===== config.mk =====
export PLATFORM = sky130hd
export DESIGN_NAME = asram_ctrl
export DESIGN_NICKNAME = d
export VERILOG_FILES = /design/src/rtl/asram_pkg.sv /design/src/rtl/asram_timer.sv /design/src/rtl/asram_fsm.sv /design/src/rtl/asram_dpath.sv /design/src/rtl/asram_ctrl.sv
export SDC_FILE = /design/constraint.sdc
export NUM_CORES = 1
export LEC_CHECK = 0
export BUFFER_PORTS_ARGS = -buffer_cell sky130_fd_sc_hd__buf_2
export CORE_UTILIZATION = 40
export CTS_CLUSTER_SIZE = 24
export DETAILED_ROUTE_END_ITERATION = 7
export MAX_ROUTING_LAYER = met4
export PLACE_DENSITY_LB_ADDON = 0.12
export SYNTH_ARGS = -nofsm -noshare
export SYNTH_HDL_FRONTEND = slang
export SYNTH_SLANG_ARGS = --single-unit

===== constraint.sdc =====
create_clock -name clk -period 1.4 [get_ports clk]
set_input_delay 0.07 -clock clk [delete_from_list [all_inputs] [get_ports clk]]
set_output_delay 0.07 -clock clk [all_outputs]
set_load 0.1 [all_outputs]

===== src/rtl/asram_pkg.sv =====
package asram_pkg;

    typedef enum logic [2:0] {
        ST_IDLE,
        ST_WSETUP,
        ST_WPULSE,
        ST_WHOLD,
        ST_RACC,
        ST_RTURN
    } asram_state_t;

    typedef enum logic [2:0] {
        TM_ACCESS,
        TM_GATE,
        TM_PULSE,
        TM_SELECT,
        TM_ADDRV,
        TM_DATAV,
        TM_FLOAT
    } asram_tm_t;

    function automatic int unsigned max2(input int unsigned a, input int unsigned b);
        return (a > b) ? a : b;
    endfunction

    // ceiling division with a floor of one cycle
    function automatic int unsigned ns2cyc(input int unsigned ns, input int unsigned clk_ns);
        int unsigned c;
        c = (ns + clk_ns - 1) / clk_ns;
        return (c < 1) ? 1 : c;
    endfunction

    // timing minimum (ns) for a grade; unknown grades use the slowest set
    function automatic int unsigned grade_ns(input int unsigned grade, input asram_tm_t tm);
        int unsigned v;
        case (grade)
            10: case (tm)
                    TM_ACCESS: v = 10; TM_GATE: v = 5; TM_PULSE: v = 7;
                    TM_SELECT: v = 8;  TM_ADDRV: v = 8; TM_DATAV: v = 5;
                    default:   v = 5;
                endcase
            12: case (tm)
                    TM_ACCESS: v = 12; TM_GATE: v = 6; TM_PULSE: v = 8;
                    TM_SELECT: v = 8;  TM_ADDRV: v = 8; TM_DATAV: v = 6;
                    default:   v = 6;
                endcase
            15: case (tm)
                    TM_ACCESS: v = 15; TM_GATE: v = 7; TM_PULSE: v = 9;
                    TM_SELECT: v = 10; TM_ADDRV: v = 10; TM_DATAV: v = 8;
                    default:   v = 7;
                endcase
            default: case (tm)
                    TM_ACCESS: v = 20; TM_GATE: v = 8; TM_PULSE: v = 12;
                    TM_SELECT: v = 12; TM_ADDRV: v = 12; TM_DATAV: v = 10;
                    default:   v = 8;
                endcase
        endcase
        return v;
    endfunction

endpackage


===== src/rtl/asram_timer.sv =====
module asram_timer #(
    parameter int CNT_W = 4
) (
    input  logic             clk,
    input  logic             rst,
    input  logic             load,
    input  logic [CNT_W-1:0] load_val,
    output logic             done
);
    logic [CNT_W-1:0] cnt;

    assign done = (cnt == '0);

    always_ff @(posedge clk) begin
        if (rst)       cnt <= '0;
        else if (load) cnt <= load_val;
        else if (!done) cnt <= cnt - 1'b1;
    end
endmodule


===== src/rtl/asram_fsm.sv =====
module asram_fsm
    import asram_pkg::*;
#(
    parameter int CNT_W   = 4,
    parameter int RD_CYC  = 1,
    parameter int WP_CYC  = 1,
    parameter int HZ_CYC  = 1
) (
    input  logic             clk,
    input  logic             rst,
    input  logic             req_valid,
    input  logic             req_we,
    input  logic             t_done,
    output asram_state_t     state,
    output logic             t_load,
    output logic [CNT_W-1:0] t_val,
    output logic             accept,
    output logic             sample
);
    localparam logic [CNT_W-1:0] RD_LD = CNT_W'(RD_CYC - 1);
    localparam logic [CNT_W-1:0] WP_LD = CNT_W'(WP_CYC - 1);
    localparam logic [CNT_W-1:0] HZ_LD = CNT_W'(HZ_CYC - 1);

    asram_state_t nxt;

    always_comb begin
        nxt    = state;
        t_load = 1'b0;
        t_val  = '0;
        accept = 1'b0;
        sample = 1'b0;
        case (state)
            ST_IDLE: if (req_valid) begin
                accept = 1'b1;
                t_load = 1'b1;
                if (req_we) begin
                    nxt = ST_WSETUP;
                end else begin
                    nxt   = ST_RACC;
                    t_val = RD_LD;
                end
            end
            ST_WSETUP: if (t_done) begin
                nxt    = ST_WPULSE;
                t_load = 1'b1;
                t_val  = WP_LD;
            end
            ST_WPULSE: if (t_done) begin
                nxt    = ST_WHOLD;
                t_load = 1'b1;
            end
            ST_WHOLD: if (t_done) nxt = ST_IDLE;
            ST_RACC: if (t_done) begin
                sample = 1'b1;
                nxt    = ST_RTURN;
                t_load = 1'b1;
                t_val  = HZ_LD;
            end
            ST_RTURN: if (t_done) nxt = ST_IDLE;
            default: nxt = ST_IDLE;
        endcase
    end

    always_ff @(posedge clk) begin
        if (rst) state <= ST_IDLE;
        else     state <= nxt;
    end
endmodule


===== src/rtl/asram_dpath.sv =====
module asram_dpath #(
    parameter int ADDR_W = 15,
    parameter int DATA_W = 8
) (
    input  logic              clk,
    input  logic              rst,
    input  logic              accept,
    input  logic              sample,
    input  logic [ADDR_W-1:0] req_addr,
    input  logic [DATA_W-1:0] req_wdata,
    input  logic [DATA_W-1:0] mem_dq_i,
    output logic [ADDR_W-1:0] addr_q,
    output logic [DATA_W-1:0] wdata_q,
    output logic [DATA_W-1:0] rdata_q,
    output logic              rvalid_q
);
    always_ff @(posedge clk) begin
        if (rst) begin
            addr_q   <= '0;
            wdata_q  <= '0;
            rdata_q  <= '0;
            rvalid_q <= 1'b0;
        end else begin
            if (accept) begin
                addr_q  <= req_addr;
                wdata_q <= req_wdata;
            end
            if (sample) rdata_q <= mem_dq_i;
            rvalid_q <= sample;
        end
    end
endmodule


===== src/rtl/asram_ctrl.sv =====
module asram_ctrl
    import asram_pkg::*;
#(
    parameter int ADDR_W        = 15,
    parameter int DATA_W        = 8,
    parameter int CLK_PERIOD_NS = 10,
    parameter int GRADE_NS      = 10
) (
    input  logic              clk,
    input  logic              rst,
    input  logic              req_valid,
    output logic              req_ready,
    input  logic              req_we,
    input  logic [ADDR_W-1:0] req_addr,
    input  logic [DATA_W-1:0] req_wdata,
    output logic              rsp_valid,
    output logic [DATA_W-1:0] rsp_rdata,
    output logic              mem_ce_n,
    output logic              mem_we_n,
    output logic              mem_oe_n,
    output logic [ADDR_W-1:0] mem_addr,
    output logic [DATA_W-1:0] mem_dq_o,
    output logic              mem_dq_oe,
    input  logic [DATA_W-1:0] mem_dq_i
);
    localparam int unsigned CK = CLK_PERIOD_NS;
    localparam int unsigned GR = GRADE_NS;
    localparam int RD_CYC = int'(max2(ns2cyc(grade_ns(GR, TM_ACCESS), CK),
                                      ns2cyc(grade_ns(GR, TM_GATE), CK)));
    // setup cycle already gives select and address one extra cycle
    localparam int WP_CYC = int'(max2(max2(ns2cyc(grade_ns(GR, TM_PULSE), CK),
                                           ns2cyc(grade_ns(GR, TM_DATAV), CK)),
                                      max2(ns2cyc(grade_ns(GR, TM_SELECT), CK) - 1,
                                           ns2cyc(grade_ns(GR, TM_ADDRV), CK) - 1)));
    localparam int HZ_CYC = int'(ns2cyc(grade_ns(GR, TM_FLOAT), CK));
    localparam int MAX_CYC = int'(max2(max2(RD_CYC, WP_CYC), HZ_CYC));
    localparam int CNT_W = $clog2(MAX_CYC + 1);

    asram_state_t     state;
    logic             t_load, t_done, accept, sample;
    logic [CNT_W-1:0] t_val;

    asram_timer #(.CNT_W(CNT_W)) u_timer (
        .clk(clk), .rst(rst), .load(t_load), .load_val(t_val), .done(t_done)
    );

    asram_fsm #(.CNT_W(CNT_W), .RD_CYC(RD_CYC), .WP_CYC(WP_CYC), .HZ_CYC(HZ_CYC)) u_fsm (
        .clk(clk), .rst(rst), .req_valid(req_valid), .req_we(req_we),
        .t_done(t_done), .state(state), .t_load(t_load), .t_val(t_val),
        .accept(accept), .sample(sample)
    );

    asram_dpath #(.ADDR_W(ADDR_W), .DATA_W(DATA_W)) u_dpath (
        .clk(clk), .rst(rst), .accept(accept), .sample(sample),
        .req_addr(req_addr), .req_wdata(req_wdata), .mem_dq_i(mem_dq_i),
        .addr_q(mem_addr), .wdata_q(mem_dq_o), .rdata_q(rsp_rdata), .rvalid_q(rsp_valid)
    );

    always_comb begin
        req_ready = (state == ST_IDLE);
        mem_ce_n  = !(state inside {ST_WSETUP, ST_WPULSE, ST_WHOLD, ST_RACC});
        mem_we_n  = (state != ST_WPULSE);
        mem_oe_n  = (state != ST_RACC);
        mem_dq_oe = (state inside {ST_WSETUP, ST_WPULSE, ST_WHOLD});
    end
endmodule


**Yosys cells after proc, flatten, opt, wreduce, memory -nomap -nowiden**

Index checks and enable logic that the tools add are counted.

- Logic and storage cells: 40
- Output and inout port bits: 37
- Input port bits: 35
- Bits in registers: 36

- Add/subtract/negate cells: 1
- Multiplexer cells: 12
- Bitwise gates (word level): 1
- Reductions and logical operators: 8
- Equal/unequal tests: 12

Operator list:

| cell | number |
|---|---|
| $mux 3 | 6 |
| $pmux 3 s5 | 1 |
| $ne 2x2->1 const B | 5 |
| $eq 3x2->1 const B | 2 |
| $eq 3x3->1 const B | 2 |
| $reduce_or 3->1 | 2 |
| $reduce_and 5->1 | 1 |
| $mux 1 | 4 |
| $reduce_bool 4->1 | 1 |
| $eq 3x1->1 const B | 1 |
| $logic_not 3->1 | 1 |
| $ne 3x2->1 const B | 1 |
| $ne 3x3->1 const B | 1 |
| $reduce_bool 3->1 | 1 |
| $pmux 1 s2 | 1 |
| $reduce_or 2->1 | 1 |
| $logic_not 1->1 | 1 |
| $not 1->1 | 1 |
| $sub 1x1->1 const B | 1 |

**Depth between registers and ports, before layout**

- Depth after elaboration: 4
- Depth in mapped cells: 5
- Gate-level depth less buffers: 3

**Modules after synthesis**

A second synthesis with hierarchy kept.

- Cell total of the unflattened synthesis: 138
- Area total of the unflattened synthesis: 1428.9 µm²

Modules (own cells, without submodules):

| module | area each (µm²) | seq. area each (µm²) | cells each | times used |
|---|---|---|---|---|
| asram_dpath | 1144.8 | 640.6 | 102 | 1 |
| asram_fsm | 217.7 | 60.1 | 27 | 1 |
| asram_ctrl | 33.8 | 0.0 | 6 | 1 |
| asram_timer | 32.5 | 20.0 | 3 | 1 |

**Least setup slack after synthesis**

No wires, ideal clock.

- Path kind: reg2out
- Start: register u_fsm.state[2]
- End: output port req_ready
- Required time: 1330 ps
- Cell stages (with the launch flop): 3
- Path slack: -1322 ps
- Buffers on the path: 1
- Arrival: 2652 ps
- Path through: dfxtp_1 -> clkbuf_1 -> nor3_1

- Longest elaborated chain between the ends: 1

RTL lines:

| what | line | text |
|---|---|---|
| start: declaration | asram_fsm.sv:14 | `output asram_state_t state,` |
| start signal: assignment | asram_fsm.sv:66 | `else state <= nxt;` |
| $logic_not 3->1 | asram_ctrl.sv:60 | `req_ready = (state == ST_IDLE);` |
| end: declaration | asram_ctrl.sv:12 | `output logic req_ready,` |

Every way passes these cells.

**Final worst setup path**

- Start: register u_fsm.state[0]
- End: output port mem_ce_n

- Longest elaborated chain between the ends: 3
- Elaborated cells on any way between the ends: 6
- Classes of those cells: eq/ne (4); reduce/logical (2)

RTL lines:

| what | line | text |
|---|---|---|
| $eq 3x1->1 (tied with other cells) | asram_ctrl.sv:61 | `mem_ce_n = !(state inside {ST_WSETUP, ST_WPULSE, ST_WHOLD, ST_RACC});` |
| $reduce_bool 4->1 (*) | asram_ctrl.sv:61 |  |
| $logic_not 1->1 (*) | asram_ctrl.sv:61 |  |
| end: declaration | asram_ctrl.sv:18 | `output logic mem_ce_n,` |

Mark *: on every way between the ends. The rest lies on a longest branch, timed or not.

==> flow_summary.json <==
{
  "post-route-util": 0.776,
  "grt_max_degree": 24,
  "multi_input_area_um2": 646,
  "p_seq_frac": 0.323,
  "core-area_um2": 3150,
  "gp_congestion": 0.727,
  "ys_types": 22,
  "slew_viol_final": 0,
  "antenna_cells": 0,
  "cpPeakStageDelay_ns": 0.36,
  "crit_slowest_cell": "dfxtp_4",
  "syn_area_um2": 1380,
  "drc_errors": 0,
  "violations": "setup timing",
  "clkSinkCount": 36,
  "initial_utilization": 0.438,
  "p_comb_frac": 0.517,
  "vias_per_cell": 4.74,
  "drive_gt1_frac": 0.393,
  "antenna_found_initial": 0,
  "grt_pass1_vias": 1427,
  "rsz0062_at_grt": "yes",
  "synth_xor_area_frac": 0.0127,
  "peakVddDrop_mv": 0.960,
  "ys_seq_area_frac": 0.521,
  "critPathLaunchType": "register",
  "synthAdderAreaFrac": 0,
  "worstPathMaxFanout": 4,
  "numCtsBuffers": 5,
  "synth-compound-area-share": 0.143,
  "cp.arrival_ns": 1.37,
  "powerDensity_nw_per_um2": 1500,
  "end_kind": "primary output",
  "path_cells": "buf_6 -> nor2_4 -> xor2_4 -> buf_12",
  "htreeDepth": 2,
  "p_int_mw": 1.98,
  "swShare": 0.458,
  "nets": 319,
  "layout_min_cycle_time_ns": 1.44,
  "num_vias": 1561,
  "synth_cells": 169,
  "layout_commonest_cell": "buf_2",
  "fmax_mhz": 694,
  "dr.pass1.iters": 4,
  "yosys.area_share.simple": 0.262,
  "wl_per_cell_um": 11.7,
  "required_ns": 1.33,
  "grt-ovfl-total": 0,
  "min_path_type": "input port to register",
  "syn_to_final_growth_pct": 77.0,
  "setup_slack_ns": -0.0417,
  "grt_usage": 0.221,
  "criticalPathCategory": "register to primary output",
  "synth_top_family_by_area": "simple AND/OR/NAND/NOR gates",
  "dieArea_um2": 3700,
  "finClkSkew_ns": 0.00260,
  "ctsLongestPathBuffers": 2,
  "avgSynthCellArea_um2": 8.18,
  "clk_root_buffer_cell": "clkbuf_4",
  "n_fill_cell": 223,
  "clkTransAtPathRegs_ns": 0.10,
  "power_frac_clock": 0.160,
  "dieHeight_um": 60.8,
  "cp.buffers_inverters": 2,
  "io_pins": 72,
  "layout_common_cells": "66 x buf_2, 62 x nand2_1, 33 x dfxtp_1, 31 x a21oi_1, 31 x dlygate4sd3_1",
  "yosysWarnings": 0,
  "wl_um": 3860,
  "timing_hold_violations_final": 0,
  "p_switching_mw": 1.68,
  "portBuffers": 71,
  "status": "complete, but fails checks",
  "power.leakage_nw": 1.12,
  "whs_ns": 0.121,
  "die_x_um": 60.8,
  "clock_latency_ns": 0.34,
  "setup_violations": 12,
  "crit_family": "flip-flops",
  "num_rows": 20,
  "cts_tree": "yes",
  "dp_hpwl_um": 2420,
  "drt_iter0_markers": 60,
  "synthMuxAreaShare": 0,
  "seq_area_um2": 727,
  "grt_first_pass_wirelength_um": 5730,
  "syn_nets": 204,
  "synth_seq_cells": 36,
  "period_share": 1.03,
  "detail-route-antenna-nets": 0,
  "maxCapViolCount": 0
}
-- worst register-to-register path, stage by stage (launching register included) --
cell	delay (ns)
dfxtp_4	0.36
buf_4	0.14
or4b_4	0.49
buf_12	0.17
nand2_1	0.09
a21oi_1	0.08
-- kinds of logic (layout without fill, tap and decap cells) --
kind of cell,count (synthesis),count (layout)
and+or+nand+nor,79,79
AOI/OAI and AO/OA,37,37
buffers and inverters,14,130
DFF,36,36
xor gates and xnor gates,2,2
other,1,1
-- stage by stage --
stage | cell area [um2] | total power [mW] | setup WS, ns | std cells | setup TNS, ns
4_1_cts | 2370 | 3.59 | -0.0781 | 324 | -0.544
2_1_floorplan | 1430 | 2.48 | -0.0843 | 169 | -0.100
3_5_place_dp | 1910 | 2.86 | 0.0203 | 279 | 0
5_1_grt | 2450 | 3.82 | -0.113 | 329 | -1.33
6_report | 2450 | 3.66 | -0.0417 | 329 | -0.157
3_3_place_gp | 1910 | 2.84 | 0.0659 | 279 | 0
-- final cells by class --
cell class | count | area share
clock buffers | 7 | 0.0225
clock inverters | 1 | 0.00307
inverters | 1 | 0.00153
multi-input cells | 119 | 0.264
flip-flops and latches | 36 | 0.297
well taps | 44 | 0.0225
repair buffers | 121 | 0.390
-- final timing paths --
check        slack (ns)  cells after the start                         endpoint                       startpoint
max               -0.04                      4                         mem_ce_n      u_fsm.state[0]$_SDFFE_PP0P_
min                0.12                      2   u_dpath.addr_q[0]$_SDFFE_PP0P_                              rst
max reg2reg       -0.04                      5   u_dpath.addr_q[8]$_SDFFE_PP0P_      u_fsm.state[0]$_SDFFE_PP0P_
min reg2reg        0.46                      2  u_dpath.addr_q[10]$_SDFFE_PP0P_  u_dpath.addr_q[10]$_SDFFE_PP0P_
-- synth_stat cells --
cell type / instances / area share
nor3_1: 3 / 0.011
a21oi_1: 32 / 0.12
buf_1: 1 / 0.0027
o211a_1: 1 / 0.0072
buf_6: 2 / 0.016
nor2b_1: 2 / 0.0090
nor4b_1: 1 / 0.0063
o21ai_0: 2 / 0.0072
o311a_1: 1 / 0.0072
xor2_1: 1 / 0.0063
inv_1: 1 / 0.0027
nand2_1: 64 / 0.17
xnor2_1: 1 / 0.0063
or4b_1: 2 / 0.014
nor4b_4: 2 / 0.034
buf_4: 2 / 0.011
buf_2: 4 / 0.014
clkbuf_1: 4 / 0.011
a211oi_1: 1 / 0.0054
conb_1: 1 / 0.0027
nor2_1: 5 / 0.014
dfxtp_1: 36 / 0.52
-- routing by layer --
layer / wire length [um] / part of all wire / track usage / vias to the layer above
met5: 0 / 0 / - / -
met1: 1510 / 0.39 / 0.225 / 718
met3: 177 / 0.046 / 0.0640 / 11
met2: 2080 / 0.54 / 0.380 / 50
met4: 87 / 0.023 / 0.120 / 0
li1: - / - / - / 782
-- power by group through the flow --
stage / sequential, mW / clock (mW) / combinational [mW]
global placement: 1.20 / 0 / 1.64
CTS: 1.18 / 0.608 / 1.81
floorplan: 1.80 / 0 / 0.688
finish: 1.18 / 0.585 / 1.90
global route: 1.19 / 0.646 / 1.98
detailed placement: 1.20 / 0 / 1.66
-- sequential cells by signal, indices dropped and copies added, names as in the netlist --
name              flops
u_dpath.rdata_q       8
u_dpath.rvalid_q      1
u_timer.cnt           1
u_fsm.state           3
u_dpath.addr_q       15
u_dpath.wdata_q       8
-- timing repair --
item,CTS,global route
resized for setup,10,4
hold buffers,31,0
gates cloned,0,2
endpoints found under the hold margin,31,0
setup buffers,6,3
setup endpoints to repair,5,30
pin swaps,2,2
Power figures use the tool's default switching activity.
